[src/rtl/irq_pin_tracker.sv]
module irq_pin_tracker #(
  parameter int NPINS = 24,
  parameter int VEC_W = 8,
  localparam int IDX_W = (NPINS > 1) ? $clog2(NPINS) : 1
) (
  input  logic                   clk,
  input  logic                   rst_n,
  input  logic [NPINS-1:0]       pin_raw,
  input  logic [NPINS-1:0]       cfg_active_low,
  input  logic [NPINS-1:0]       cfg_level,
  input  logic [NPINS-1:0]       cfg_mask,
  input  logic [NPINS*VEC_W-1:0] cfg_vectors,
  input  logic [NPINS-1:0]       cfg_touched,
  input  logic                   eoi_valid,
  input  logic [VEC_W-1:0]       eoi_vector,
  output logic                   dlv_valid,
  output logic [IDX_W-1:0]       dlv_pin,
  output logic [VEC_W-1:0]       dlv_vector,
  output logic [NPINS-1:0]       remote_irr
);

  logic [NPINS-1:0] eff_q, pend_q, rirr_q, owe_q;
  logic [NPINS-1:0] eoi_hit;

  wire [NPINS-1:0] eff     = pin_raw ^ cfg_active_low;
  wire [NPINS-1:0] rise    = eff & ~eff_q;
  wire [NPINS-1:0] rirr_a  = rirr_q & ~eoi_hit;
  wire [NPINS-1:0] pend_a  = eff & (pend_q | rise);
  wire [NPINS-1:0] trig    = rise & ((~cfg_level & ~pend_q) | ~rirr_a);
  wire [NPINS-1:0] svc     = pend_a & (trig | cfg_touched | eoi_hit);
  wire [NPINS-1:0] deliver = svc & ~cfg_mask;
  wire [NPINS-1:0] issue   = owe_q & (~owe_q + NPINS'(1));

  always_comb begin
    logic found;
    found   = 1'b0;
    eoi_hit = '0;
    for (int i = 0; i < NPINS; i++) begin
      if (!found && eoi_valid && cfg_vectors[i*VEC_W +: VEC_W] == eoi_vector) begin
        eoi_hit[i] = 1'b1;
        found      = 1'b1;
      end
    end
  end

  always_comb begin
    dlv_pin = '0;
    for (int i = NPINS-1; i >= 0; i--)
      if (owe_q[i]) dlv_pin = IDX_W'(i);
  end

  assign dlv_valid  = |owe_q;
  assign dlv_vector = cfg_vectors[dlv_pin*VEC_W +: VEC_W];
  assign remote_irr = rirr_q;

  always_ff @(posedge clk) begin
    if (!rst_n) begin
      eff_q  <= '0;
      pend_q <= '0;
      rirr_q <= '0;
      owe_q  <= '0;
    end else begin
      eff_q  <= eff;
      pend_q <= pend_a & ~(svc & ~cfg_level);
      rirr_q <= rirr_a | (deliver & cfg_level);
      owe_q  <= (owe_q & ~issue) | deliver;
    end
  end

  for (genvar g = 0; g < NPINS; g++) begin : g_chk

    rirr_rise_owe_chk: assert property (@(posedge clk) disable iff (!rst_n)
      $rose(rirr_q[g]) |-> owe_q[g]);

    rirr_rise_level_chk: assert property (@(posedge clk) disable iff (!rst_n)
      $rose(rirr_q[g]) |-> $past(cfg_level[g]));

    rirr_fall_eoi_chk: assert property (@(posedge clk) disable iff (!rst_n)
      $fell(rirr_q[g]) |-> ($past(eoi_valid) &&
        $past(eoi_vector) == $past(cfg_vectors[g*VEC_W +: VEC_W])));

    owe_unmasked_chk: assert property (@(posedge clk) disable iff (!rst_n)
      $rose(owe_q[g]) |-> !$past(cfg_mask[g]));
  end

endmodule

[config.mk]
export PLATFORM = sky130hd
export DESIGN_NAME = irq_pin_tracker
export DESIGN_NICKNAME = d
export VERILOG_FILES = /design/src/rtl/irq_pin_tracker.sv
export SDC_FILE = /design/constraint.sdc
export NUM_CORES = 1
export LEC_CHECK = 0
export CAP_MARGIN = 15
export CORE_AREA = 2 2 155 157
export CTS_BUF_LIST = sky130_fd_sc_hd__clkbuf_4 sky130_fd_sc_hd__clkbuf_8 sky130_fd_sc_hd__clkbuf_16
export CTS_CLUSTER_DIAMETER = 60
export DETAILED_ROUTE_END_ITERATION = 7
export DIE_AREA = 0 0 157 159
export GPL_ROUTABILITY_DRIVEN = 0
export PLACE_DENSITY_LB_ADDON = 0.2
export SKIP_CTS_REPAIR_TIMING = 1
export SLEW_MARGIN = 20
export SYNTH_ARGS = -nofsm -noshare
export SYNTH_HDL_FRONTEND = slang
export SYNTH_SLANG_ARGS = --single-unit
[constraint.sdc]
create_clock -name clk -period 2.8 [get_ports clk]
set_input_delay 0.56 -clock clk [delete_from_list [all_inputs] [get_ports clk]]
set_output_delay 0.56 -clock clk [all_outputs]
set_load 0.05 [all_outputs]
==> flow_summary.html <==
<table>
<tr><th>Metric</th><th>Value</th></tr>
<tr><th colspan="2">Die</th></tr>
<tr><td>Row count</td><td>56</td></tr>
<tr><td>Starting density of the core</td><td>between 30% and 40%</td></tr>
<tr><td>Number of placed I/O pins</td><td>about 360</td></tr>
<tr><td>Core outline area</td><td>~0.023 mm²</td></tr>
<tr><td>Chip Width</td><td>157 µm</td></tr>
<tr><td>Height of the die</td><td>159 µm</td></tr>
<tr><td>Die area</td><td>0.0250 mm²</td></tr>
<tr><th colspan="2">Pwr</th></tr>
<tr><td>Sequential group share of total power</td><td>17.0%</td></tr>
<tr><td>Int Pwr</td><td>5.15 mW</td></tr>
<tr><td>Sw Ratio</td><td>42.8%</td></tr>
<tr><td>Worst supply voltage drop on vdd</td><td>636 µV</td></tr>
<tr><td>Post-layout total power</td><td>9.01 mW</td></tr>
<tr><td>Leakage power</td><td>about 6.3 nW</td></tr>
<tr><td>Switching power of the nets</td><td>3.86 mW</td></tr>
<tr><td>Clock network fraction of design power</td><td>14.4%</td></tr>
<tr><td>Combinational Power Share</td><td>68.6%</td></tr>
<tr><td>Total power density per cell area</td><td>around 550 mW/mm²</td></tr>
<tr><th colspan="2">STA</th></tr>
<tr><td>Worst slew pin tran</td><td>0.554 ns</td></tr>
<tr><td>Maximum clock skew at final layout</td><td>0.00552 ns</td></tr>
<tr><td>Max transition margin</td><td>62.9%</td></tr>
<tr><td>Final setup margin</td><td>-0.810 ns</td></tr>
<tr><td>Pins Over Slew Limit</td><td>0</td></tr>
<tr><td>Final setup vio count</td><td>13</td></tr>
<tr><td>Post-layout minimum cycle time</td><td>3.61 ns</td></tr>
<tr><td>Total negative slack for setup checks</td><td>-7.45 ns</td></tr>
<tr><td>Final hold violation count</td><td>0</td></tr>
<tr><td>RSZ-0062 raised after global routing</td><td>yes</td></tr>
<tr><td>Highest Clock Rate</td><td>277 MHz</td></tr>
<tr><td>Post-route clock period utilization</td><td>129%</td></tr>
<tr><td>WHS</td><td>0.493 ns</td></tr>
<tr><th colspan="2">Worst setup path</th></tr>
<tr><td>Setup crit start kind</td><td>flop</td></tr>
<tr><td>Classification of the worst setup path</td><td>reg -&gt; out</td></tr>
<tr><td>Biggest fanout along the worst timing path</td><td>6</td></tr>
<tr><td>Worst setup EP type</td><td>primary output</td></tr>
<tr><td>Origin of the worst setup path</td><td>owe_q[22]</td></tr>
<tr><td>Arrival @ worst endpoint</td><td>around 3.1 ns</td></tr>
<tr><td>Critical Path RT</td><td>2.24 ns</td></tr>
<tr><td>Source of the worst register-to-register timing path</td><td>owe_q[1]</td></tr>
<tr><th colspan="2">Cells and area</th></tr>
<tr><td>Final nets</td><td>2062</td></tr>
<tr><td>Final core utilization</td><td>70.6%</td></tr>
<tr><td>Final antenna diode count</td><td>0</td></tr>
<tr><td>Area of all placed cells without fillers</td><td>0.0164 mm²</td></tr>
<tr><td>Area of the multi-input gates</td><td>around 0.0075 mm²</td></tr>
<tr><td>Sequential cell area</td><td>between 0.0015 and 0.002 mm²</td></tr>
<tr><td>Fill count</td><td>1855</td></tr>
<tr><td>Final Non-Filler Cells</td><td>2063</td></tr>
<tr><td>Share of layout cells above drive strength 1</td><td>27.9%</td></tr>
<tr><td>Area growth from synthesis to final layout</td><td>82.1%</td></tr>
<tr><th colspan="2">Route</th></tr>
<tr><td>Total number of vias</td><td>11400</td></tr>
<tr><td>Iteration-0 DRC Markers</td><td>711</td></tr>
<tr><td>DRT Wirelength</td><td>~40 mm</td></tr>
<tr><td>Routed length per placed instance</td><td>between 15 and 20 µm</td></tr>
<tr><td>Count of nets left with antenna violations after detail routing</td><td>0</td></tr>
<tr><td>Number of vias per cell</td><td>5.53</td></tr>
<tr><td>Total DRC errors in the routed layout</td><td>0</td></tr>
<tr><td>1st-pass router iterations</td><td>7</td></tr>
<tr><th colspan="2">Run status</th></tr>
<tr><td>Status</td><td>finished, violations left</td></tr>
<tr><td>Violated checks</td><td>setup timing</td></tr>
<tr><th colspan="2">Worst hold path</th></tr>
<tr><td>Class of the worst hold path</td><td>reg -&gt; reg</td></tr>
<tr><td>Hold path startpoint</td><td>remote_irr[9]</td></tr>
<tr><th colspan="2">Yosys</th></tr>
<tr><td>Dominant cell by count in the synthesized netlist</td><td>xnor2_1</td></tr>
<tr><td>Total number of yosys warnings</td><td>0</td></tr>
<tr><td>Netlist Area Pre-Place</td><td>roughly 0.0090 mm²</td></tr>
<tr><td>Fraction of synthesized cell area taken by the top area cell type</td><td>21.4%</td></tr>
<tr><td>Fraction of registers with async set/reset</td><td>0%</td></tr>
<tr><td>Biggest area contributors in the synthesized netlist</td><td>dfxtp_1 21%, xnor2_1 16%, nand2_1 5.2%, xor2_1 4.9%, nand3_1 3.5%</td></tr>
<tr><td>Most common flop cell mapped by yosys</td><td>dfxtp_1</td></tr>
<tr><td>Number of different library cells in the post-synthesis netlist</td><td>65</td></tr>
<tr><td>#FFs+latches synth</td><td>96</td></tr>
<tr><td>Gate Count Post-Synth</td><td>1171</td></tr>
<tr><td>Mapped Avg Cell Area</td><td>7.68 µm²</td></tr>
<tr><td>Number of synthesized flops with an enable pin</td><td>0</td></tr>
<tr><td>Total nets after synthesis</td><td>between 1000 and 1500</td></tr>
<tr><td>Portion of the post-synthesis area used by sequential elements</td><td>roughly a fifth</td></tr>
<tr><td>Most numerous cell types in the synthesized netlist</td><td>166 x xnor2_1, 125 x nand2_1, 96 x dfxtp_1</td></tr>
<tr><td>Cell accounting for the most synthesized area</td><td>dfxtp_1</td></tr>
<tr><th colspan="2">Global route</th></tr>
<tr><td>Total congestion overflow after global routing</td><td>0</td></tr>
<tr><td>Maximum number of pins on one net before global-route repair</td><td>37</td></tr>
<tr><td>Number of antenna violations at the first check in global routing</td><td>0</td></tr>
<tr><td>Via count of the first global-routing pass</td><td>11200</td></tr>
<tr><td>Total GRT Usage</td><td>29.5%</td></tr>
<tr><td>Global-route wire length before repair</td><td>about 60 mm</td></tr>
<tr><th colspan="2">Placement</th></tr>
<tr><td>Post-detailed-placement cell area</td><td>0.0148 mm²</td></tr>
<tr><td>Cell count after placement</td><td>2015</td></tr>
<tr><td>Half-perimeter wire length after placement</td><td>31.7 mm</td></tr>
<tr><td>DP Worst Slack</td><td>-0.684 ns</td></tr>
<tr><td>Port buffer count</td><td>360</td></tr>
<tr><th colspan="2">Flow run</th></tr>
<tr><td>Number of max-cap violations</td><td>0</td></tr>
<tr><th colspan="2">CTS</th></tr>
<tr><td>Clock latency on the worst-skew pair</td><td>0.34 ns</td></tr>
<tr><td>Max Root-Sink Buffers</td><td>2</td></tr>
<tr><td>Clock tree from TritonCTS</td><td>built</td></tr>
<tr><td>Clock transition at the registers of the reported paths</td><td>~0.070 ns</td></tr>
<tr><td>Root buffer cell</td><td>clkbuf_16</td></tr>
<tr><td>Number of clock buffers inserted by TritonCTS</td><td>9</td></tr>
<tr><td>Clk sink count</td><td>96</td></tr>
<tr><td>Count of H-tree levels built during CTS</td><td>3</td></tr>
</table>
-- kinds of logic (layout without fill, tap and decap cells) --
logic type	after synthesis	after routing	synth area share, %
flops	96	96	21.4
buf+inv	109	682	6.52
xor+xnor	216	216	21.0
mux	24	24	2.67
compound gates	282	282	22.9
simple gates	444	444	25.5
-- power groups by stage --
stage	Combinational (mW)	Clock [mW]	Sequential, mW
finish	6.18	1.30	1.53
global route	6.50	1.38	1.54
CTS	5.30	1.32	1.52
detailed placement	5.27	0	1.55
global placement	5.23	0	1.55
floorplan	2.75	0	1.61
-- critical path, stage by stage, from the launching register on --
cell and delay [ns]:
dfxtp_2 0.34, buf_4 0.12, nor2b_1 0.05, o21ai_0 0.18, o211ai_1 0.27, a211oi_4 0.45
clkinv_4 0.14, buf_12 0.16, a21oi_2 0.15, a32oi_2 0.09, buf_4 0.17, a22oi_2 0.30
nand3_4 0.13, buf_12 0.17
-- area by class of cell --
type,count,share of cell area [%]
Tap cell,319,2.44
Sequential cell,96,11.8
Clock buffer,10,1.46
Inverter,35,0.833
Timing Repair Buffer,631,37.1
Multi-Input combinational cell,966,45.9
Clock inverter,6,0.466
-- path summary, 6_finish.rpt --
path	endpoint	slack [ns]	cells after the start
min reg2reg	remote_irr[9]	0.49	2
max	dlv_vector[7]	-0.81	13
min	remote_irr[9]	0.49	2
max reg2reg	owe_q[19]	0.31	8
-- cells in the final DEF, fill, tap and decap left out, drive strengths merged, types with 20 or more instances in the layout --
| cell type | synthesis | layout |
|---|---|---|
| mux2i | 24 | 24 |
| xor2 | 50 | 50 |
| nand4 | 29 | 29 |
| a21oi | 36 | 36 |
| nand3 | 63 | 63 |
| nor2b | 43 | 43 |
| nor3 | 41 | 41 |
| a31oi | 23 | 23 |
| inv | 34 | 35 |
| xnor2 | 166 | 166 |
| clkdlybuf4s50 | 0 | 328 |
| buf | 46 | 286 |
| and2 | 24 | 24 |
| nor2 | 53 | 53 |
| nand2 | 125 | 125 |
| nor4 | 20 | 20 |
| dfxtp | 96 | 96 |
| o211ai | 23 | 23 |
| a32oi | 24 | 24 |
| o21ai | 54 | 54 |
-- sequential cells by signal, summed over array words and instances, names as in the netlist --
name,cells
pend_q,24
owe_q,24
eff_q,24
remote_irr,24
-- routing by layer --
layer | track usage (%) | vias to the layer above | part of all wire (%)
met1 | 36.8 | 5386 | 40
met2 | 51.4 | 526 | 49
li1 | - | 5387 | -
met4 | 10.0 | 0 | 3.8
met3 | 4.27 | 113 | 7.3
met5 | 0 | - | 0
Power figures use the tool's default switching activity.
